<file path="config.mk">
export PLATFORM = sky130hd
export DESIGN_NAME = split_circ_gen
export DESIGN_NICKNAME = d
export VERILOG_FILES = /design/src/rtl/split_pkg.sv /design/src/rtl/split_divmod.sv /design/src/rtl/split_diag_step.sv /design/src/rtl/split_perm_map.sv /design/src/rtl/split_circ_gen.sv
export SDC_FILE = /design/constraint.sdc
export NUM_CORES = 1
export LEC_CHECK = 0
export BUFFER_PORTS_ARGS = -buffer_cell sky130_fd_sc_hd__buf_2
export CAP_MARGIN = 5
export CORE_MARGIN = 5
export CORE_UTILIZATION = 56
export DETAILED_ROUTE_END_ITERATION = 12
export PLACE_DENSITY = 0.85
export SLEW_MARGIN = 20
export SYNTH_ARGS = -nofsm -noshare
export SYNTH_HDL_FRONTEND = slang
export SYNTH_SLANG_ARGS = --single-unit
</file>
<file path="constraint.sdc">
create_clock -name clk -period 24.4 [get_ports clk]
set_input_delay 2.44 -clock clk [delete_from_list [all_inputs] [get_ports clk]]
set_output_delay 2.44 -clock clk [all_outputs]
set_load 0.01 [all_outputs]
</file>
<file path="src/rtl/split_pkg.sv">
package split_pkg;
    parameter int MAX_P = 360;
    parameter int MAX_S = 15;
    localparam int IDX_W = $clog2(MAX_P);
    localparam int S_W   = $clog2(MAX_S + 1);

    typedef struct packed {
        logic [S_W-1:0]   grp;
        logic [IDX_W-1:0] shf;
    } place_t;

    typedef enum logic {
        ST_IDLE = 1'b0,
        ST_RUN  = 1'b1
    } run_state_t;
endpackage

</file>
<file path="src/rtl/split_divmod.sv">
module split_divmod
    import split_pkg::*;
(
    input  logic [IDX_W-1:0] num,
    input  logic [S_W-1:0]   den,
    output logic [IDX_W-1:0] quo,
    output logic [S_W-1:0]   rem
);
    logic [S_W:0] part;

    // restoring long division, one quotient bit per numerator bit
    always_comb begin
        part = '0;
        quo  = '0;
        for (int i = IDX_W - 1; i >= 0; i--) begin
            part = {part[S_W-1:0], num[i]};
            if (part >= {1'b0, den}) begin
                part   = part - {1'b0, den};
                quo[i] = 1'b1;
            end
        end
        rem = part[S_W-1:0];
    end
endmodule

</file>
<file path="src/rtl/split_diag_step.sv">
module split_diag_step
    import split_pkg::*;
(
    input  logic             clk,
    input  logic             rst,
    input  logic             load,
    input  logic             step,
    input  logic [IDX_W-1:0] shift_in,
    input  logic [S_W-1:0]   split_now,
    input  logic [S_W-1:0]   split_lat,
    input  logic [IDX_W-1:0] ps_lat,
    output place_t           place
);
    logic [IDX_W-1:0] q0;
    logic [S_W-1:0]   r0;
    logic [S_W-1:0]   last_grp;
    logic [IDX_W-1:0] shf_inc;

    split_divmod u_div (
        .num (shift_in),
        .den (split_now),
        .quo (q0),
        .rem (r0)
    );

    assign last_grp = split_lat - S_W'(1);
    assign shf_inc  = place.shf + IDX_W'(1);

    always_ff @(posedge clk) begin
        if (rst) begin
            place <= '0;
        end else if (load) begin
            place.grp <= r0;
            place.shf <= q0;
        end else if (step) begin
            if (place.grp == last_grp) begin
                place.grp <= '0;
                place.shf <= (shf_inc == ps_lat) ? '0 : shf_inc;
            end else begin
                place.grp <= place.grp + S_W'(1);
            end
        end
    end
endmodule

</file>
<file path="src/rtl/split_perm_map.sv">
module split_perm_map
    import split_pkg::*;
(
    input  logic [IDX_W-1:0] idx_in,
    input  logic [S_W-1:0]   split,
    input  logic [IDX_W-1:0] ps,
    output logic [IDX_W-1:0] idx_out
);
    logic [IDX_W-1:0] q;
    logic [S_W-1:0]   r;

    split_divmod u_div (
        .num (idx_in),
        .den (split),
        .quo (q),
        .rem (r)
    );

    assign idx_out = ({{(IDX_W-S_W){1'b0}}, r} * ps) + q;
endmodule

</file>
<file path="src/rtl/split_circ_gen.sv">
module split_circ_gen
    import split_pkg::*;
(
    input  logic             clk,
    input  logic             rst,
    input  logic             start,
    input  logic [S_W-1:0]   cfg_split,
    input  logic [IDX_W-1:0] cfg_ps,
    input  logic [IDX_W-1:0] shift_a,
    input  logic [IDX_W-1:0] shift_b,
    input  logic             pair_en,
    input  logic [IDX_W-1:0] perm_in,
    output logic [IDX_W-1:0] perm_out,
    output logic             out_valid,
    output logic [S_W-1:0]   out_layer,
    output logic [S_W-1:0]   grp_a,
    output logic [IDX_W-1:0] shf_a,
    output logic [S_W-1:0]   grp_b,
    output logic [IDX_W-1:0] shf_b,
    output logic             conflict,
    output logic             done
);
    run_state_t       state_q;
    logic [S_W-1:0]   split_q;
    logic [IDX_W-1:0] ps_q;
    logic             pair_q;
    logic [S_W-1:0]   layer_q;
    logic             done_q;
    logic             accept;
    logic             at_last;
    logic             advance;

    logic [IDX_W-1:0] shifts [2];
    place_t           places [2];

    assign accept  = start && (state_q == ST_IDLE);
    assign at_last = (layer_q == split_q - S_W'(1));
    assign advance = (state_q == ST_RUN) && !at_last;
    assign shifts[0] = shift_a;
    assign shifts[1] = shift_b;

    always_ff @(posedge clk) begin
        if (rst) begin
            state_q <= ST_IDLE;
            split_q <= S_W'(1);
            ps_q    <= IDX_W'(1);
            pair_q  <= 1'b0;
            layer_q <= '0;
            done_q  <= 1'b0;
        end else begin
            done_q <= 1'b0;
            if (accept) begin
                state_q <= ST_RUN;
                split_q <= cfg_split;
                ps_q    <= cfg_ps;
                pair_q  <= pair_en;
                layer_q <= '0;
            end else if (state_q == ST_RUN) begin
                if (at_last) begin
                    state_q <= ST_IDLE;
                    done_q  <= 1'b1;
                end else begin
                    layer_q <= layer_q + S_W'(1);
                end
            end
        end
    end

    for (genvar d = 0; d < 2; d++) begin : g_diag
        split_diag_step u_step (
            .clk       (clk),
            .rst       (rst),
            .load      (accept),
            .step      (advance),
            .shift_in  (shifts[d]),
            .split_now (cfg_split),
            .split_lat (split_q),
            .ps_lat    (ps_q),
            .place     (places[d])
        );
    end

    split_perm_map u_perm (
        .idx_in  (perm_in),
        .split   (cfg_split),
        .ps      (cfg_ps),
        .idx_out (perm_out)
    );

    assign out_valid = (state_q == ST_RUN);
    assign out_layer = layer_q;
    assign grp_a     = places[0].grp;
    assign shf_a     = places[0].shf;
    assign grp_b     = places[1].grp;
    assign shf_b     = places[1].shf;
    assign conflict  = out_valid && pair_q && (places[0].grp == places[1].grp);
    assign done      = done_q;
endmodule

</file>
# After elaboration in Yosys (flattened, before gate mapping)
# Index checks and enable logic that the tools add are counted.
# op_classes
n_mux,68
bitwise,2
add_sub_neg,34
n_reduce_logical,13
div_mod_pow,0
magnitude_cmp,27
n_mul,1
eq_ne,6
shift,0
# op_table
cell,n
$ge A5 B4 Y1,24
$mux W4,29
$sub A4 B4 Y4,24
$mux W13,4
$mux W9,4
$mux W1,31
$add A9 B1 Y9 const B,2
$eq A9 B9 Y1,2
$eq A4 B4 Y1,4
$add A4 B1 Y4 const B,3
$ge A1 B4 Y1,3
$sub A1 B4 Y4,3
$add A9 B9 Y9,1
$mul A4 B9 Y9,1
$reduce_and A2 Y1,3
$reduce_bool A2 Y1,3
$logic_and A1 B1 Y1,4
$sub A4 B1 Y4 const B,1
$reduce_or A3 Y1,1
$not A1 Y1,2
$reduce_or A2 Y1,1
$logic_not A1 Y1,1
# totals
n_memories,0
in_bits,44
ram_bits,0
word_cells,161
latchBits,0
regBits,46
romBits,0
output_inout_bits,42

# Depth between registers and ports, before layout
# logic_depth
ltp_word,20
ltp_mapped,93
ltp_nobuf,89

# Cells and area by module
# A second synthesis with hierarchy kept.
# unflattened
cells_unflattened,1269
area_unflattened_um2,10410.0
# modules_own_cells
module,area_each_um2,seq_area_each_um2,cells_each,n_inst
split_diag_step,1282.5,260.2,164,2
split_divmod (g_diag[0].u_step.u_div),2100.8,0.0,249,1
split_divmod (u_perm.u_div),1994.4,0.0,244,1
split_divmod (g_diag[1].u_step.u_div),1881.8,0.0,228,1
split_perm_map,978.4,0.0,114,1
split_circ_gen,889.6,400.4,106,1

# Least setup slack after synthesis
# No wires, ideal clock.
# synth_path
path_type,input to output
startpoint,in cfg_split[1]
endpoint,out perm_out[8]
stages,90
n_path_buf,5
setup_slack_ps,1216
required_ps,21960
t_arrival_ps,20744
path_cell_list,buf_6 > inv_1 > ha_1 > o21a_1 > a21oi_1 > ha_1 > nor3b_1 > nor3_1 > o21ai_1 > a21o_1 > nand2_1 > ha_1 > a21oi_1 > a31oi_1 > a311oi_1 > and2_1 > buf_2 > buf_4 > [... 54 more ...] > nor2_1 > inv_2 > o21ai_0 > nor2b_1 > fa_1 > inv_1 > fa_1 > fa_1 > inv_1 > ha_1 > a21oi_1 > o21bai_1 > a21oi_1 > o21bai_1 > a21oi_1 > xnor2_1 > xnor3_1 > xnor2_1
# synth_via
elab_chain_cells,20
word_cells_on_any_way,38
classes_between,10 x add/sub; 1 x mul; 9 x order compare; 18 x mux
# synth_lines
item,line_no,source
start: declaration,split_circ_gen.sv:7,"input logic [S_W-1:0] cfg_split,"
$sub A1 B4 Y4 or $ge A1 B4 Y1 (tied branches),"split_divmod.sv:18, split_divmod.sv:17",
$mux W4,split_divmod.sv:17,"if (part >= {1'b0, den}) begin"
$sub A4 B4 Y4 or $ge A5 B4 Y1 (tied branches),"split_divmod.sv:18, split_divmod.sv:17",
$mux W4,split_divmod.sv:17,
$sub A4 B4 Y4 or $ge A5 B4 Y1 (tied branches),"split_divmod.sv:18, split_divmod.sv:17",
$mux W4,split_divmod.sv:17,
$ge A5 B4 Y1 or $sub A4 B4 Y4 (tied branches),"split_divmod.sv:17, split_divmod.sv:18",
$mux W4,split_divmod.sv:17,
[... 4 more ...],--,
$sub A4 B4 Y4 or $ge A5 B4 Y1 (tied branches),"split_divmod.sv:18, split_divmod.sv:17",
$mux W4,split_divmod.sv:17,
$ge A5 B4 Y1 or $sub A4 B4 Y4 (tied branches),"split_divmod.sv:17, split_divmod.sv:18",
$mux W4,split_divmod.sv:17,
$sub A4 B4 Y4 or $ge A5 B4 Y1 (tied branches),"split_divmod.sv:18, split_divmod.sv:17",
$mux W4,split_divmod.sv:17,
$mul A4 B9 Y9,split_perm_map.sv:19,"assign idx_out = ({{(IDX_W-S_W){1'b0}}, r} * ps) + q;"
$add A9 B9 Y9 (*),split_perm_map.sv:19,
end: declaration,split_circ_gen.sv:13,"output logic [IDX_W-1:0] perm_out,"
# Mark *: on every way between the ends. The rest lies on a longest branch, timed or not.

# Worst setup path in the final report
# layout_path
startpoint,in perm_in[8]
endpoint,out perm_out[8]
# layout_via
elab_chain_cells,20
word_cells_on_any_way,38
classes_between,10 x add/sub; 1 x mul; 9 x order compare; 18 x mux
# layout_lines
item,line_no,source
start: declaration,split_circ_gen.sv:12,"input logic [IDX_W-1:0] perm_in,"
$sub A1 B4 Y4 or $ge A1 B4 Y1 (tied branches),"split_divmod.sv:18, split_divmod.sv:17",
$mux W4,split_divmod.sv:17,
$sub A4 B4 Y4 or $ge A5 B4 Y1 (tied branches),"split_divmod.sv:18, split_divmod.sv:17",
$mux W4,split_divmod.sv:17,
$sub A4 B4 Y4 or $ge A5 B4 Y1 (tied branches),"split_divmod.sv:18, split_divmod.sv:17",
$mux W4,split_divmod.sv:17,
$sub A4 B4 Y4 or $ge A5 B4 Y1 (tied branches),"split_divmod.sv:18, split_divmod.sv:17",
$mux W4,split_divmod.sv:17,
[... 4 more ...],--,
$sub A4 B4 Y4 or $ge A5 B4 Y1 (tied branches),"split_divmod.sv:18, split_divmod.sv:17",
$mux W4,split_divmod.sv:17,
$sub A4 B4 Y4 or $ge A5 B4 Y1 (tied branches),"split_divmod.sv:18, split_divmod.sv:17",
$mux W4,split_divmod.sv:17,
$ge A5 B4 Y1 or $sub A4 B4 Y4 (tied branches),"split_divmod.sv:17, split_divmod.sv:18",
$mux W4,split_divmod.sv:17,
$mul A4 B9 Y9,split_perm_map.sv:19,
$add A9 B9 Y9 (*),split_perm_map.sv:19,
# Marked as above.

==> summary.txt <==
Critical path
  – Slowest CP cell: fa_1
  – CP required: 21960 ps
  – CP startpoint kind: input port
  – FF-to-FF setup slack: 21000 ps
  – CP Capture Type: output pin
  – Delay-heaviest family, CP: compound AO/OA/AOI/OAI gates
  – Worst Path Buf+Inv: 10
  – Arrival time worst endpoint: 20560 ps
  – Worst path max stage delay: 530 ps
  – Crit Path Max Fanout: 12
  – Critical path class: input port to output pin
  – Most used cell, CP: ha_1

CTS
  – Hold_buf cts: 0
  – TritonCTS clock tree: built
  – Num CTS Buffers: 5
  – Max Root-Sink Buffers: 2
  – Root buffer cell: clkbuf_16
  – Insertion delay of the later-clocked pin in the worst-skew pair: 290 ps
  – Clock Sinks: 46
  – Clk slew on worst S/H paths: 60 ps
  – H-tree Lvls: 2

Yosys
  – Synth top area share: 17.1%
  – Most common cell in the netlist: ha_1
  – Syn Area/Cell: 8.11 um^2
  – Post-Synthesis Cells: 1094
  – Most instantiated cells after synthesis: ha_1, inv_1, a21oi_1
  – Yosys top cell by area: ha_1
  – Post-synth ARST share: 0%
  – Synth Flop Type: dfxtp_1
  – Synthesized area: 8880 um^2
  – Yosys cell types: 90
  – YS warnings: 0
  – Number of synthesized flops with an enable pin: 0
  – Post-synthesis net count: 1300
  – Seq cells post-synth: 46
  – Post-synthesis sequential area ratio: 10.4%
  – Synth top area cells: ha_1, dfxtp_1, fa_1

Timing
  – Max Slew Vio Count: 0
  – Finish-stage setup viols: 0
  – Setup tns final: 0 ps
  – Hold Violations, Final: 0
  – Clk_skew: 6.96 ps
  – Worst Tran Pin Value: 1010 ps
  – Setup ws final: 1400 ps
  – Slew headroom: 32.4%
  – Tmin final: 23000 ps
  – Fmax: 43.5 MHz
  – Period utilisation layout: 94.3%

Global routing
  – First-pass GRT wire length: 37.3 mm
  – GR Util All Layers: 24.0%
  – Initial antenna violation count: 0
  – Overflow after GRT: 0
  – Pin count of the biggest net entering global routing: 47
  – Vias in the first global route: 7927

Outcome
  – Status: completed

Job
  – Max cap viols: 0

Routing
  – Via count: 8336
  – Vias per std cell: 6.00
  – Detailed Routing Iterations Pass 1: 5
  – WL final: 22.5 mm
  – DRT iter0 DRCs: 511
  – DRC violations left: 0
  – Routed WL per cell: 16.2 um
  – Antenna Nets Post-Route: 0

Min path
  – Hold Crit Class: flip-flop to flip-flop

Floorplan
  – Die Footprint: 18500 um^2
  – Initial core utilization: 56.5%
  – Die X: 136 um
  – # IOs: 86
  – Rows: 46
  – Die Y: 136 um
  – Core area: 15700 um^2

Placement
  – Number of port buffers: 85
  – Dpl hpwl: 17.8 mm
  – Final Wtd Congestion: 0.910
  – Dpl ws: 670 ps

Final layout
  – Fillers: 1369
  – Layout area overhead: 10.0%
  – Layout cell share with drive strength beyond 1: 15.5%
  – Antenna cells: 0
  – Final net count: 1378
cells in the final DEF (no fill, tap or decap), types with 7 or more instances in the layout:
cell type,synthesis,routed
ha_1,121,121
inv_1,107,106
buf_2,2,84
a21oi_1,83,81
nand2_1,70,70
nor2_1,68,67
xnor2_1,53,53
xor2_1,50,50
o21ai_0,49,48
dfxtp_1,46,46
fa_1,41,41
a21o_1,32,32
nand2b_1,25,25
mux2i_1,23,22
nand3_1,20,20
and2_1,20,20
nor3_1,19,19
mux2_2,17,17
o21bai_1,14,14
nor2b_1,14,13
o21a_1,12,12
o22ai_1,12,12
and3_1,11,11
buf_4,1,10
or2_2,9,9
a211oi_1,9,8
a22oi_1,8,8
a31oi_1,7,7
what timing repair did:
| action | CTS | global route |
|---|---|---|
| resized for setup | 0 | 16 |
| setup endpoints to repair | 0 | 5 |
| buffers inserted | 0 | 1 |
area by class of cell:
cell class / instances / area, um^2 / area share (%)
clock buffer: 5 / 125 / 1.28
clock inverter: 3 / 43.8 / 0.448
inverter: 108 / 405 / 4.15
multi-input combinational: 916 / 7500 / 76.7
sequential: 46 / 921 / 9.43
tap: 216 / 270 / 2.77
timing repair buffer: 95 / 507 / 5.19
registers in the layout, summed over array words and instances, names as in the netlist:
name,flops
done,1
g_diag.u_step.place,26
out_layer,4
out_valid,1
pair_q,1
ps_q,9
split_q,4
metrics by stage:
stage / util (%) / cell area [um^2] / hold WS [ps] / cells
detailed placement: 60.7 / 9530 / 460 / 1380
floorplan: - / 8880 / 436 / 1094
finish: 62.2 / 9770 / 468 / 1389
global route: 62.2 / 9770 / 495 / 1389
global placement: 60.7 / 9530 / 448 / 1380
CTS: 61.7 / 9700 / 469 / 1388
cell families after synthesis:
kind of cell	count (synthesis)	share of synthesized area [%]
AOI/OAI and AO/OA	309	24.4
and+or+nand+nor	298	17.4
adders and majority gates	162	26.3
buffers and inverters	132	5.82
xor gates and xnor gates	104	10.4
DFF	46	10.4
muxes	43	5.26
layer usage:
metal	vias up	GRT usage (%)	part of all wire (%)	wire length [um]
li1	4074	-	-	-
met1	3951	31.4	43	9610
met2	264	42.3	49	11000
met3	47	2.37	6.2	1400
met4	0	6.16	2.3	509
met5	-	0	0	0
final timing paths:
path | start | to | cells past startpoint
min reg2reg | pair_q$_SDFFE_PP0P_ | pair_q$_SDFFE_PP0P_ | 2
max | perm_in[8] | perm_out[8] | 89
min | pair_q$_SDFFE_PP0P_ | pair_q$_SDFFE_PP0P_ | 2
max reg2reg | split_q[0]$_SDFFE_PP1P_ | g_diag[1].u_step.place[2]$_SDFFE_PP0P_ | 11
tightest hold or removal path, stage by stage (launching register included):
cell and delay [ps]:
dfxtp_1 310, nand2_1 60, a21oi_1 50
Power is not shown: default switching activity piles up to over one toggle a cycle in this logic, so the estimate is an artifact.
